### src/rtl/spi_clkstop_pkg.sv
package spi_clkstop_pkg;
  typedef struct packed {
    logic load;
    logic rise;
    logic fall;
    logic finish;
  } ctlStrobes_t;

  localparam int MIN_BITS = 8;
endpackage

### src/rtl/spi_clkstop_ctrl.sv
module spi_clkstop_ctrl
  import spi_clkstop_pkg::*;
#(
  parameter int DIV_W    = 8,
  parameter int MAX_BITS = 32,
  parameter int LEN_W    = $clog2(MAX_BITS + 1)
) (
  input  logic              clk,
  input  logic              rstN,
  input  logic              start,
  input  logic [DIV_W-1:0]  divSet,
  input  logic [LEN_W-1:0]  wordLen,
  output ctlStrobes_t       strobes,
  output logic [LEN_W-1:0]  lenNext,
  output logic              sclk,
  output logic              frame
);
  localparam int PH_W = DIV_W + 2;

  typedef enum logic [1:0] {S_IDLE, S_LOW, S_HIGH} state_t;

  state_t            state;
  logic [DIV_W-1:0]  divR;
  logic [LEN_W-1:0]  lenR;
  logic [LEN_W-1:0]  bitCnt;
  logic [PH_W-1:0]   phCnt;
  logic [PH_W-1:0]   lowLen, highLen, lowLenIn, period;

  // Clamp the requested length into the supported range.
  always_comb begin
    if (wordLen < LEN_W'(MIN_BITS))      lenNext = LEN_W'(MIN_BITS);
    else if (wordLen > LEN_W'(MAX_BITS)) lenNext = LEN_W'(MAX_BITS);
    else                                 lenNext = wordLen;
  end

  // Phase lengths in clk cycles; one divider tick equals two clk cycles.
  always_comb begin
    lowLen   = (divR == '0 || divR[0]) ? PH_W'(divR) + PH_W'(1) : PH_W'(divR);
    period   = (PH_W'(divR) + PH_W'(1)) << 1;
    highLen  = period - lowLen;
    lowLenIn = (divSet == '0 || divSet[0]) ? PH_W'(divSet) + PH_W'(1) : PH_W'(divSet);
  end

  always_comb begin
    strobes.load   = (state == S_IDLE) && start;
    strobes.rise   = (state == S_LOW)  && (phCnt == '0);
    strobes.fall   = (state == S_HIGH) && (phCnt == '0);
    strobes.finish = strobes.fall && (bitCnt == LEN_W'(lenR - LEN_W'(1)));
  end

  always_ff @(posedge clk or negedge rstN) begin
    if (!rstN) begin
      state  <= S_IDLE;
      divR   <= '0;
      lenR   <= LEN_W'(MIN_BITS);
      bitCnt <= '0;
      phCnt  <= '0;
      sclk   <= 1'b0;
      frame  <= 1'b0;
    end else begin
      unique case (state)
        S_IDLE: begin
          if (strobes.load) begin
            divR   <= divSet;
            lenR   <= lenNext;
            bitCnt <= '0;
            phCnt  <= lowLenIn - PH_W'(1);
            frame  <= 1'b1;
            state  <= S_LOW;
          end
        end
        S_LOW: begin
          if (strobes.rise) begin
            sclk  <= 1'b1;
            phCnt <= highLen - PH_W'(1);
            state <= S_HIGH;
          end else begin
            phCnt <= phCnt - PH_W'(1);
          end
        end
        S_HIGH: begin
          if (strobes.fall) begin
            sclk <= 1'b0;
            if (strobes.finish) begin
              frame <= 1'b0;
              state <= S_IDLE;
            end else begin
              bitCnt <= bitCnt + LEN_W'(1);
              phCnt  <= lowLen - PH_W'(1);
              state  <= S_LOW;
            end
          end else begin
            phCnt <= phCnt - PH_W'(1);
          end
        end
        default: state <= S_IDLE;
      endcase
    end
  end
endmodule

### src/rtl/spi_clkstop_dp.sv
module spi_clkstop_dp
  import spi_clkstop_pkg::*;
#(
  parameter int MAX_BITS = 32,
  parameter int LEN_W    = $clog2(MAX_BITS + 1)
) (
  input  logic                clk,
  input  logic                rstN,
  input  ctlStrobes_t         strobes,
  input  logic [LEN_W-1:0]    lenNext,
  input  logic [MAX_BITS-1:0] txWord,
  input  logic                miso,
  output logic                mosi,
  output logic                mosiOe,
  output logic [MAX_BITS-1:0] rxWord,
  output logic                rxDone
);
  logic [MAX_BITS-1:0] shTx;
  logic [MAX_BITS-1:0] shRx;
  logic [MAX_BITS-1:0] rxNext;
  logic [LEN_W-1:0]    alignShift;

  assign alignShift = LEN_W'(MAX_BITS) - lenNext;
  assign rxNext     = {shRx[MAX_BITS-2:0], miso};

  always_ff @(posedge clk or negedge rstN) begin
    if (!rstN) begin
      shTx   <= '0;
      shRx   <= '0;
      mosi   <= 1'b0;
      mosiOe <= 1'b0;
      rxWord <= '0;
      rxDone <= 1'b0;
    end else begin
      rxDone <= 1'b0;
      if (strobes.load) begin
        shTx <= txWord << alignShift;   // MSB of the word lands in the top bit
        shRx <= '0;
      end
      if (strobes.rise) begin
        mosi   <= shTx[MAX_BITS-1];
        shTx   <= shTx << 1;
        mosiOe <= 1'b1;
      end
      if (strobes.fall) begin
        shRx <= rxNext;
        if (strobes.finish) begin
          rxWord <= rxNext;
          rxDone <= 1'b1;
          mosiOe <= 1'b0;
        end
      end
    end
  end
endmodule

### src/rtl/spi_clkstop_master.sv
module spi_clkstop_master
  import spi_clkstop_pkg::*;
#(
  parameter int DIV_W    = 8,
  parameter int MAX_BITS = 32,
  parameter int LEN_W    = $clog2(MAX_BITS + 1)
) (
  input  logic                clk,
  input  logic                rstN,
  input  logic [DIV_W-1:0]    divSet,
  input  logic [LEN_W-1:0]    wordLen,
  input  logic                start,
  input  logic [MAX_BITS-1:0] txWord,
  input  logic                miso,
  output logic                sclk,
  output logic                csN,
  output logic                mosi,
  output logic                mosiOe,
  output logic [MAX_BITS-1:0] rxWord,
  output logic                rxDone
);
  ctlStrobes_t      strobes;
  logic [LEN_W-1:0] lenNext;
  logic             frame;

  spi_clkstop_ctrl #(.DIV_W(DIV_W), .MAX_BITS(MAX_BITS), .LEN_W(LEN_W)) ctrl_i (
    .clk(clk), .rstN(rstN), .start(start), .divSet(divSet), .wordLen(wordLen),
    .strobes(strobes), .lenNext(lenNext), .sclk(sclk), .frame(frame)
  );

  spi_clkstop_dp #(.MAX_BITS(MAX_BITS), .LEN_W(LEN_W)) dp_i (
    .clk(clk), .rstN(rstN), .strobes(strobes), .lenNext(lenNext), .txWord(txWord),
    .miso(miso), .mosi(mosi), .mosiOe(mosiOe), .rxWord(rxWord), .rxDone(rxDone)
  );

  // The internal frame is active high; the pin is active low.
  assign csN = ~frame;
endmodule

### config.mk
export PLATFORM = sky130hd
export DESIGN_NAME = spi_clkstop_master
export DESIGN_NICKNAME = d
export VERILOG_FILES = /design/src/rtl/spi_clkstop_pkg.sv /design/src/rtl/spi_clkstop_ctrl.sv /design/src/rtl/spi_clkstop_dp.sv /design/src/rtl/spi_clkstop_master.sv
export SDC_FILE = /design/constraint.sdc
export NUM_CORES = 1
export LEC_CHECK = 0
export CAP_MARGIN = 40
export CORE_MARGIN = 5
export CORE_UTILIZATION = 40
export CTS_BUF_LIST = sky130_fd_sc_hd__clkbuf_2 sky130_fd_sc_hd__clkbuf_4 sky130_fd_sc_hd__clkbuf_8
export CTS_CLUSTER_DIAMETER = 100
export CTS_CLUSTER_SIZE = 24
export DETAILED_ROUTE_END_ITERATION = 7
export PLACE_DENSITY = 0.57
export RECOVER_POWER = 100
export SYNTH_ARGS = -nofsm -noshare
export SYNTH_HDL_FRONTEND = slang
export SYNTH_SLANG_ARGS = --single-unit
### constraint.sdc
create_clock -name clk -period 7.4 [get_ports clk]
set_clock_uncertainty 0.05 [all_clocks]
set_input_delay 0.74 -clock clk [delete_from_list [all_inputs] [get_ports clk]]
set_output_delay 0.74 -clock clk [all_outputs]
set_load 0.02 [all_outputs]
==> insert_results.sql, run 1 <==
INSERT INTO impl_metrics (metric_group, metric, value, unit) VALUES
('cells_and_area', 'fillCellCount', '2093', ''),
('pwr', 'power.leakage', '4.578', 'nW'),
('pwr', 'totalPowerFinal', '0.002864', 'W'),
('logic_synthesis', 'synth.yosys.seq_area_share', '0.3785', ''),
('drt', 'route.antenna.remaining_nets', '0', ''),
('floorplan', 'die_x', '157.7', 'µm'),
('run_status', 'status', 'finished with violations', ''),
('pwr', 'switching_share', '0.4175', ''),
('grt', 'grt_pass1_wl', '38180', 'µm'),
('pwr', 'power.share.sequential', '0.353', ''),
('worst_setup_path', 'timing.critical_path.fanout_max', '39', ''),
('clock_network', 'clock_slew_seen_by_the_registers_of_the_worst_setup_and_hold_paths', '80', 'ps'),
('drt', 'm1WireLength', '10830', 'µm'),
('logic_synthesis', 'synth-edff-count', '0', ''),
('pwr', 'combPwrFrac', '0.440', ''),
('pwr', 'power_density', '283.0', 'mW/mm²'),
('timing', 'slew_headroom', '-1.986', ''),
('floorplan', 'die_outline_area', '0.02488', 'mm²'),
('timing', 'final_min_period_over_clock_period', '0.7730', ''),
('worst_setup_path', 'crit_required', '7670', 'ps'),
('grt', 'grt_remaining_overflow', '0', ''),
('cells_and_area', 'layout.cells.most_common', 'sky130_fd_sc_hd__nand2_1', ''),
('worst_setup_path', 'timing.critical_path.arrival', '5990', 'ps'),
('worst_setup_path', 'critical_path.n_buffers_inverters', '2', ''),
('grt', 'grt_pass1_vias', '7452', ''),
('timing', 'timing.final.setup_violations', '0', ''),
('clock_network', 'cts_tree', 'built', ''),
('drt', 'drt_pre_antenna_iters', '5', ''),
('worst_setup_path', 'critical_path.startpoint_type', 'flop', ''),
('cells_and_area', 'multi_input_area', '0.005031', 'mm²'),
('clock_network', 'post_cts_resize_count', '0', ''),
('timing', 'totalNegativeSetupSlack', '0', 'ps'),
('cells_and_area', 'finish.instance_area', '0.01012', 'mm²'),
('logic_synthesis', 'async_flop_share', '1.000', ''),
('cells_and_area', 'final-seq-area', '0.003304', 'mm²'),
('timing', 'post-route-min-period', '5720', 'ps'),
('timing', 'hold_ws', '419.3', 'ps'),
('logic_synthesis', 'post-synth-top-area-cell', 'sky130_fd_sc_hd__dfrtp_1', ''),
('logic_synthesis', 'instance_count_of_the_mapped_netlist', '951', ''),
('logic_synthesis', 'synth.yosys.warnings', '0', ''),
('logic_synthesis', 'post-synth-top-area-fraction', '0.3755', ''),
('grt', 'global_route.usage.total', '0.1881', ''),
('logic_synthesis', 'ys_seq_elements', '132', ''),
('worst_setup_path', 'cp_slowest_cell', 'sky130_fd_sc_hd__clkbuf_1', ''),
('cells_and_area', 'finish.utilization', '0.4667', ''),
('timing', 'rsz0062_at_grt', 'false', ''),
('clock_network', 'clock_sink_count', '132', ''),
('worst_setup_path', 'path_delay_family', 'simple AND/OR/NAND/NOR gates', ''),
('floorplan', 'row_count', '54', ''),
('logic_synthesis', 'mappedNetlistArea', '0.008731', 'mm²'),
('placed_design', 'dpl_cell_area', '0.009789', 'mm²'),
('pwr', 'cell_internal_pwr', '0.001668', 'W'),
('job', 'max-cap-violations', '7', ''),
('pwr', 'power.switching', '0.001196', 'W'),
('timing', 'worstMarginPinSlew', '4479', 'ps'),
('placed_design', 'gp_routability_congestion', '0.8761', ''),
('timing', 'fmaxAchievable', '0.1748', 'GHz'),
('drt', 'initial_detailed_routing_violation_count', '519', ''),
('clock_network', 'holdBufCountCts', '0', ''),
('logic_synthesis', 'mappedNetlistNets', '1023', ''),
('timing', 'slew_violations', '257', ''),
('logic_synthesis', 'ys_dominant_reg_cell', 'sky130_fd_sc_hd__dfrtp_1', ''),
('drt', 'detailroute.via_count', '7472', ''),
('worst_setup_path', 'crit_path_cell_trace', 'or4_1 > nor3_1 > nand2_1 > clkbuf_1 > nor3_4 > clkbuf_1 > mux2_2', ''),
('pwr', 'power_frac_clock', '0.208', ''),
('drt', 'finalWirelength', '23050', 'µm'),
('timing', 'final_hold_viol_count', '0', ''),
('cells_and_area', 'post_route_cells_drive_above_1_share', '0.1097', ''),
('run_status', 'failed_checks', 'capacitance limit, slew limit', ''),
('worst_setup_path', 'endpoint_kind', 'flop', ''),
('floorplan', 'initial_utilization', '0.4026', '');
[through the flow]
stage                     setup slack, ps  cells
after global routing                 1348   1301
after global placement               2634   1267
final                                1680   1301
after floorplan                      3522    951
after CTS                            3096   1301
after detailed placement             2857   1269
[state kept, by name, summed over array words and instances (netlist names)]
| register | count |
|---|---|
| ctrl_i.state | 2 |
| ctrl_i.bitCnt | 6 |
| dp_i.shRx | 31 |
| ctrl_i.phCnt | 10 |
| dp_i.rxDone | 1 |
| dp_i.shTx | 32 |
| ctrl_i.lenR | 6 |
| ctrl_i.divR | 8 |
| dp_i.rxWord | 32 |
| ctrl_i.sclk | 1 |
| dp_i.mosiOe | 1 |
| ctrl_i.frame | 1 |
| dp_i.mosi | 1 |
[cell families (layout without fill, tap and decap cells)]
group / after synthesis / count (layout) / synth area share
AND/OR/NAND/NOR: 383 / 383 / 0.2013
buffers and inverters: 91 / 161 / 0.04428
flip-flops: 132 / 132 / 0.3785
adder cells (fa/ha/maj): 22 / 22 / 0.03239
multiplexers: 91 / 91 / 0.1509
AO/OA/AOI/OAI: 190 / 190 / 0.1496
XOR/XNOR: 42 / 42 / 0.04299
[metal layers]
layer	GRT usage	vias to the layer above
li1	-	3594
met1	0.2585	3664
met2	0.3069	179
met3	0.02734	35
met4	0.06186	0
met5	0	-
[cell usage after synthesis, types with 4 or more instances]
| cell | count |
|---|---|
| sky130_fd_sc_hd__mux2i_1 | 27 |
| sky130_fd_sc_hd__o31ai_1 | 7 |
| sky130_fd_sc_hd__xor2_1 | 14 |
| sky130_fd_sc_hd__a221o_1 | 5 |
| sky130_fd_sc_hd__xnor2_1 | 27 |
| sky130_fd_sc_hd__and3_1 | 18 |
| sky130_fd_sc_hd__mux4_2 | 29 |
| sky130_fd_sc_hd__o22ai_1 | 17 |
| sky130_fd_sc_hd__a21o_1 | 4 |
| sky130_fd_sc_hd__or3_1 | 6 |
| sky130_fd_sc_hd__buf_1 | 13 |
| sky130_fd_sc_hd__buf_2 | 12 |
| sky130_fd_sc_hd__nand3_1 | 62 |
| sky130_fd_sc_hd__a211oi_1 | 11 |
| sky130_fd_sc_hd__inv_1 | 30 |
| sky130_fd_sc_hd__nor2b_1 | 4 |
| sky130_fd_sc_hd__a21oi_1 | 33 |
| sky130_fd_sc_hd__clkbuf_1 | 31 |
| sky130_fd_sc_hd__nor4_1 | 5 |
| sky130_fd_sc_hd__nor3_1 | 16 |
| sky130_fd_sc_hd__mux2_2 | 32 |
| sky130_fd_sc_hd__o221ai_1 | 7 |
| sky130_fd_sc_hd__nor2_1 | 73 |
| sky130_fd_sc_hd__o211ai_1 | 8 |
| sky130_fd_sc_hd__nand4_1 | 11 |
| sky130_fd_sc_hd__dfrtp_1 | 131 |
| sky130_fd_sc_hd__nand2_1 | 164 |
| sky130_fd_sc_hd__nand2b_1 | 4 |
| sky130_fd_sc_hd__o21ai_0 | 40 |
| sky130_fd_sc_hd__a221oi_1 | 10 |
| sky130_fd_sc_hd__ha_1 | 21 |
| sky130_fd_sc_hd__a31oi_1 | 7 |
[worst reg2reg max path: cells and delay by family, from the launching register on]
family / cells / cell delay [ps]
DFF: 1 / 430
buffers and inverters: 2 / 2290
and+or+nand+nor: 4 / 2340
muxes: 1 / 480
[power groups by stage]
stage | combinational, W | clock (W) | sequential [W]
3_3_place_gp | 0.00125 | 0 | 0.00102
6_report | 0.00126 | 0.000595 | 0.00101
3_5_place_dp | 0.00126 | 0 | 0.00102
5_1_grt | 0.00141 | 0.000645 | 0.00103
2_1_floorplan | 0.000980 | 0 | 0.000958
4_1_cts | 0.00126 | 0.000615 | 0.00101
[path summary, 6_finish.rpt]
path	cells after the start	start	slack (ps)	endpoint
min reg2reg	2	dp_i.shTx[14]	420	dp_i.shTx[15]
min	2	dp_i.shTx[14]	420	dp_i.shTx[15]
max reg2reg	7	ctrl_i.phCnt[2]	1680	dp_i.rxWord[27]
max in group asynchronous	2	rstN	2470	dp_i.shTx[13]
min in group asynchronous	1	rstN	1810	ctrl_i.lenR[5]
max	7	ctrl_i.phCnt[2]	1680	dp_i.rxWord[27]
[cell type report]
class	instances	share of cell area
Multi-Input combinational cell	728	0.4971
Sequential cell	132	0.3265
Timing Repair Buffer	99	0.09284
Tap cell	280	0.03461
Clock buffer	22	0.02806
Inverter	30	0.01113
Clock inverter	10	0.009766
Note: power is estimated with default switching activity, not from simulation.
==> run 2, diff against run 1 <==
Settings changed: PLACE_DENSITY 0.57 to 0.6.
Clock period 7.4 ns to 5.1 ns, I/O delays scaled along.
==> insert_results.sql, run 2 (same netlist as run 1, synthesis figures left out) <==
INSERT INTO impl_metrics (metric_group, metric, value, unit) VALUES
('cells_and_area', 'top_regs', 'dp_i.rxWord (32), dp_i.shTx (32), dp_i.shRx (31)', ''),
('pwr', 'power.leakage', '4.583', 'nW'),
('grt', 'grt_util_met3', '0.02734', ''),
('drt', 'drt_pre_antenna_iters', '5', ''),
('cells_and_area', 'post_route_cells_drive_above_1_share', '0.1081', ''),
('cells_and_area', 'fillCellCount', '2120', ''),
('worst_setup_path', 'timing.critical_path.arrival', '4830', 'ps'),
('worst_setup_path', 'critical_path.startpoint_type', 'flop', ''),
('drt', 'finalWirelength', '23280', 'µm'),
('clock_network', 'cts_buffer_depth', '2', ''),
('worst_setup_path', 'cp_slowest_cell', 'sky130_fd_sc_hd__clkbuf_1', ''),
('drt', 'avgRoutedWirePerCell', '17.81', 'µm'),
('cells_and_area', 'antenna_cells_inserted', '0', ''),
('grt', 'grt_max_degree', '90', ''),
('floorplan', 'die_x', '157.7', 'µm'),
('timing', 'fmaxAchievable', '0.2196', 'GHz'),
('placed_design', 'portBuffers', '86', ''),
('clock_network', 'clock_slew_seen_by_the_registers_of_the_worst_setup_and_hold_paths', '90', 'ps'),
('timing', 'rsz0062_at_grt', 'false', ''),
('timing', 'final_hold_viol_count', '0', ''),
('grt', 'use_met1', '0.2703', ''),
('grt', 'gr-max-usage-layer', 'met2', ''),
('clock_network', 'cts_made_buffers', '17', ''),
('worst_setup_path', 'endpoint_kind', 'flop', ''),
('timing', 'totalNegativeSetupSlack', '0', 'ps'),
('drt', 'vias_per_cell', '5.839', ''),
('placed_design', 'gp_routability_congestion', '0.9076', ''),
('cells_and_area', 'finish.instance_area', '0.01013', 'mm²'),
('worst_setup_path', 'crit_path_cell_trace', 'or4_1 > nor3_1 > clkbuf_1 > nand2_1 > buf_4 > nor3_1 > clkbuf_1 > mux2_2', ''),
('timing', 'post-route-min-period', '4553', 'ps'),
('worst_setup_path', 'timing.critical_path.fanout_max', '39', ''),
('floorplan', 'initial_utilization', '0.4026', ''),
('grt', 'grt_pass1_wl', '38610', 'µm'),
('grt', 'grt_pass1_vias', '7386', ''),
('clock_network', 'cts_tree', 'built', ''),
('timing', 'final_min_period_over_clock_period', '0.8928', ''),
('clock_network', 'cts_htree_levels', '4', ''),
('drt', 'route.antenna.remaining_nets', '0', ''),
('placed_design', 'dpl_cell_area', '0.009834', 'mm²'),
('worst_setup_path', 'critPathMaxStageDelay', '1440', 'ps'),
('floorplan', 'die_h', '157.7', 'µm'),
('worst_setup_path', 'timing.reg2reg.setup_slack', '550', 'ps'),
('job', 'max-cap-violations', '4', ''),
('drt', 'initial_detailed_routing_violation_count', '630', ''),
('clock_network', 'worstSkewPairLatency', '440', 'ps'),
('drt', 'drc', '0', ''),
('min_path', 'min_path_type', 'flop to flop', ''),
('floorplan', 'die_outline_area', '0.02488', 'mm²'),
('worst_setup_path', 'path_delay_family', 'buffers and inverters', ''),
('clock_network', 'clk_root_buffer_cell', 'sky130_fd_sc_hd__clkbuf_8', ''),
('timing', 'worstMarginPinSlew', '2357', 'ps'),
('clock_network', 'clock_sink_count', '132', ''),
('worst_setup_path', 'critPathKind', 'flop to flop', ''),
('cells_and_area', 'most-common-layout-cells', '164 x sky130_fd_sc_hd__nand2_1, 131 x sky130_fd_sc_hd__dfrtp_1, 74 x sky130_fd_sc_hd__nor2_1', ''),
('grt', 'number_of_antenna_violations_at_the_first_check_in_global_routing', '0', ''),
('grt', 'global_route.usage.total', '0.1906', ''),
('run_status', 'failed_checks', 'capacitance limit, slew limit', ''),
('floorplan', 'design.portCount', '87', ''),
('run_status', 'status', 'finished with violations', ''),
('pwr', 'power_density', '414.2', 'mW/mm²'),
('cells_and_area', 'layout.cells.most_common', 'sky130_fd_sc_hd__nand2_1', ''),
('cells_and_area', 'finish.utilization', '0.4671', ''),
('clock_network', 'post_cts_resize_count', '0', ''),
('worst_setup_path', 'critical_path.n_buffers_inverters', '3', ''),
('cells_and_area', 'nets_finish', '1086', ''),
('worst_setup_path', 'crit_required', '5380', 'ps'),
('drt', 'detailroute.via_count', '7631', ''),
('timing', 'slew_headroom', '-0.5770', ''),
('placed_design', 'detail_placement_hpwl', '16700', 'µm'),
('grt', 'global_route.usage.met2', '0.3006', ''),
('floorplan', 'row_count', '54', ''),
('timing', 'slew_violations', '198', ''),
('pwr', 'irDropWorstVdd', '0.0001655', 'V'),
('cells_and_area', 'synthesis_to_layout_area_growth', '16.04', '%'),
('floorplan', 'fp.coreArea', '0.02169', 'mm²'),
('timing', 'timing.final.setup_violations', '0', ''),
('grt', 'grt_remaining_overflow', '0', '');
## run 2: layout make-up
cell class              count  area (µm²)  share of cell area
repair buffers            105       963.4             0.09510
clock inverters            15       157.7             0.01556
inverters                  30       112.6             0.01112
clock buffers              17       234.0             0.02309
multi-input cells         728        5009              0.4944
well taps                 280       350.3             0.03458
flip-flops and latches    132        3304              0.3262
## run 2: tightest hold or removal path, stage by stage (launching register included)
cell and delay (ps):
sky130_fd_sc_hd__dfrtp_1 350, sky130_fd_sc_hd__nand2_1 50, sky130_fd_sc_hd__nand2_1 50
## run 2: metal layers
layer	vias to the layer above	wire (µm)	part of all wire
met2	285	10790	0.46
met3	48	1302	0.056
met1	3693	10600	0.46
met5	-	0	0
met4	0	593	0.025
li1	3605	-	-
## run 2: what timing repair did
action,in CTS,in global routing
hold buffers,1,0
endpoints found under the hold margin,8,0
buffers inserted,0,0
## run 2: final timing paths
| kind | start | to | depth (start not counted) |
|---|---|---|---|
| setup / recovery | ctrl_i.phCnt[2] | dp_i.rxWord[25] | 8 |
| hold / removal | dp_i.mosi | dp_i.mosi | 2 |
| setup reg to reg | ctrl_i.phCnt[2] | dp_i.rxWord[25] | 8 |
| hold reg to reg | dp_i.mosi | dp_i.mosi | 2 |
| max in group asynchronous | rstN | dp_i.shRx[23] | 3 |
| min in group asynchronous | rstN | ctrl_i.lenR[5] | 2 |
## run 2: report_power, final
part           internal, W  total (W)  switching [W]
sequential         0.00125    0.00147       0.000228
combinational     0.000743    0.00183        0.00108
clock             0.000408   0.000896       0.000487
total              0.00240    0.00420        0.00180
## run 2: per-stage QoR
stage               setup slack (ps)  instances  total power, W  hold WS (ps)
floorplan                       1452        951        0.002812         164.4
global placement               951.2       1271        0.003300         401.9
detailed placement             966.1       1274        0.003319         274.9
CTS                            920.7       1307        0.004233         341.0
global route                   208.9       1307        0.004502         461.4
finish                         546.9       1307        0.004196         429.2
==> run 3, diff against run 2 <==
Settings changed: PLACE_DENSITY 0.6 to 0.63.
==> insert_results.sql, run 3 (same netlist as run 1, synthesis figures left out) <==
INSERT INTO impl_metrics (metric_group, metric, value, unit) VALUES
('pwr', 'totalPowerFinal', '0.004238', 'W'),
('worst_setup_path', 'crit_required', '5370', 'ps'),
('floorplan', 'die_x', '157.7', 'µm'),
('timing', 'slew_headroom', '-0.4696', ''),
('clock_network', 'clk_root_buffer_cell', 'sky130_fd_sc_hd__clkbuf_8', ''),
('floorplan', 'die_h', '157.7', 'µm'),
('clock_network', 'cts_made_buffers', '17', ''),
('pwr', 'power_density', '415.3', 'mW/mm²'),
('worst_setup_path', 'critical_path.startpoint_type', 'primary input', ''),
('run_status', 'status', 'finished with violations', ''),
('run_status', 'failed_checks', 'capacitance limit, slew limit', ''),
('grt', 'global_route.usage.total', '0.1923', ''),
('clock_network', 'clock_slew_seen_by_the_registers_of_the_worst_setup_and_hold_paths', '90', 'ps'),
('job', 'max-cap-violations', '2', ''),
('worst_setup_path', 'endpoint_kind', 'flop', ''),
('timing', 'worstMarginPinSlew', '2204', 'ps'),
('placed_design', 'dp_slack', '1042', 'ps'),
('clock_network', 'cts_buffer_depth', '2', ''),
('clock_network', 'worstSkewPairLatency', '450', 'ps'),
('grt', 'grt_remaining_overflow', '0', ''),
('floorplan', 'design.portCount', '87', ''),
('cells_and_area', 'layout.cells.most_common', 'sky130_fd_sc_hd__nand2_1', ''),
('drt', 'finalWirelength', '23240', 'µm'),
('timing', 'timing.final.setup_violations', '0', ''),
('timing', 'final.setup.worst_slack', '834.5', 'ps'),
('timing', 'final_min_period_over_clock_period', '0.8364', ''),
('drt', 'detailroute.via_count', '7613', ''),
('grt', 'grt_pass1_wl', '38990', 'µm'),
('timing', 'post-route-min-period', '4266', 'ps'),
('cells_and_area', 'post_route_cells_drive_above_1_share', '0.1159', ''),
('grt', 'grt_max_degree', '61', ''),
('min_path', 'hp-start', 'dp_i.mosi', ''),
('clock_network', 'post-cts-setup-buffers', '0', ''),
('drt', 'initial_detailed_routing_violation_count', '548', ''),
('placed_design', 'gp_routability_congestion', '0.8986', ''),
('clock_network', 'cts_htree_levels', '4', ''),
('pwr', 'power.leakage', '4.617', 'nW'),
('clock_network', 'cts_tree', 'built', ''),
('drt', 'drc', '0', ''),
('worst_setup_path', 'critical_path.reg2reg.startpoint', 'ctrl_i.divR[0]', ''),
('worst_setup_path', 'timing.reg2reg.setup_slack', '940', 'ps'),
('pwr', 'irDropWorstVdd', '0.0002171', 'V'),
('placed_design', 'portBuffers', '86', ''),
('timing', 'slew_violations', '74', ''),
('floorplan', 'initial_utilization', '0.4026', ''),
('floorplan', 'row_count', '54', ''),
('timing', 'totalNegativeSetupSlack', '0', 'ps'),
('cells_and_area', 'nets_finish', '1086', ''),
('timing', 'fmaxAchievable', '0.2344', 'GHz'),
('cells_and_area', 'synthesis_to_layout_area_growth', '16.90', '%'),
('grt', 'grt_pass1_vias', '7322', ''),
('timing', 'final_hold_viol_count', '0', ''),
('cells_and_area', 'top_regs', 'dp_i.rxWord (32), dp_i.shTx (32), dp_i.shRx (31)', ''),
('grt', 'number_of_antenna_violations_at_the_first_check_in_global_routing', '0', ''),
('clock_network', 'post_cts_resize_count', '0', ''),
('min_path', 'whs_path_depth', '2', ''),
('min_path', 'holdPathEnd', 'dp_i.mosi', ''),
('floorplan', 'die_outline_area', '0.02488', 'mm²'),
('clock_network', 'clock_sink_count', '132', ''),
('worst_setup_path', 'reg2reg_depth', '14', ''),
('worst_setup_path', 'timing.critical_path.arrival', '4540', 'ps'),
('cells_and_area', 'most-common-layout-cells', '164 x sky130_fd_sc_hd__nand2_1, 131 x sky130_fd_sc_hd__dfrtp_1, 73 x sky130_fd_sc_hd__nor2_1', ''),
('min_path', 'min_path_type', 'flop to flop', ''),
('floorplan', 'fp.coreArea', '0.02169', 'mm²'),
('drt', 'vias_per_cell', '5.825', ''),
('clock_network', 'holdBufCountCts', '1', ''),
('drt', 'avgRoutedWirePerCell', '17.78', 'µm'),
('worst_setup_path', 'critPathKind', 'primary input to flop', ''),
('timing', 'rsz0062_at_grt', 'false', ''),
('placed_design', 'detail_placement_hpwl', '16900', 'µm'),
('drt', 'route.antenna.remaining_nets', '0', ''),
('drt', 'drt_pre_antenna_iters', '5', ''),
('worst_setup_path', 'endpoint_of_the_most_critical_register_to_register_path', 'ctrl_i.phCnt[8]', ''),
('worst_setup_path', 'timing.critical_path.fanout_max', '20', ''),
('cells_and_area', 'antenna_cells_inserted', '0', '');
[run 3: worst max-delay path, cell delays in order]
cell and delay, ps:
sky130_fd_sc_hd__dlygate4sd3_1 670, sky130_fd_sc_hd__o21ba_1 340, sky130_fd_sc_hd__nand2_1 100, sky130_fd_sc_hd__ha_2 540, sky130_fd_sc_hd__clkbuf_1 960, sky130_fd_sc_hd__a21oi_1 380
sky130_fd_sc_hd__mux2i_1 380, sky130_fd_sc_hd__mux2i_1 180, sky130_fd_sc_hd__a221oi_1 330, sky130_fd_sc_hd__o21ai_0 140
[run 3: area by class of cell]
class	count	area, µm²
fillers	2069	11480
multi-input cells	728	5027
flip-flops and latches	132	3304
repair buffers	105	996.0
well taps	280	350.3
clock buffers	17	234.0
clock inverters	15	181.4
inverters	30	112.6
[run 3: per-stage QoR]
| stage | util | area (µm²) | cells | hold slack (ps) |
|---|---|---|---|---|
| floorplan | - | 8731 | 951 | 164.4 |
| global placement | 0.4515 | 9792 | 1271 | 413.3 |
| detailed placement | 0.4534 | 9834 | 1274 | 388.7 |
| CTS | 0.4731 | 10260 | 1307 | 442.8 |
| global route | 0.4706 | 10210 | 1307 | 466.3 |
| finish | 0.4706 | 10210 | 1307 | 440.4 |
[run 3: how the worst max path moves through the flow]
stage	startpoint	end	slack (ps)	cells past startpoint
after floorplan	wordLen[5]	dp_i.shTx[21]	1450	12
after global placement	ctrl_i.divR[0]	ctrl_i.phCnt[8]	1090	14
after detailed placement	ctrl_i.divR[0]	ctrl_i.phCnt[8]	1040	14
after CTS	ctrl_i.divR[0]	ctrl_i.phCnt[8]	1000	14
after global routing	wordLen[5]	dp_i.shTx[29]	380	10
final	wordLen[5]	dp_i.shTx[29]	830	10
[run 3: power breakdown]
| group | internal (W) | switching, W | total (W) | leakage [nW] |
|---|---|---|---|---|
| Clock | 0.000418 | 0.000504 | 0.000922 | 0.208 |
| Combinational | 0.000749 | 0.00110 | 0.00185 | 2.64 |
| Sequential | 0.00125 | 0.000224 | 0.00147 | 1.76 |
[run 3: routing by layer]
layer	wire, µm	track usage
met3	1333	0.03226
met4	465	0.06022
met2	10670	0.2953
met1	10770	0.2786
met5	0	0
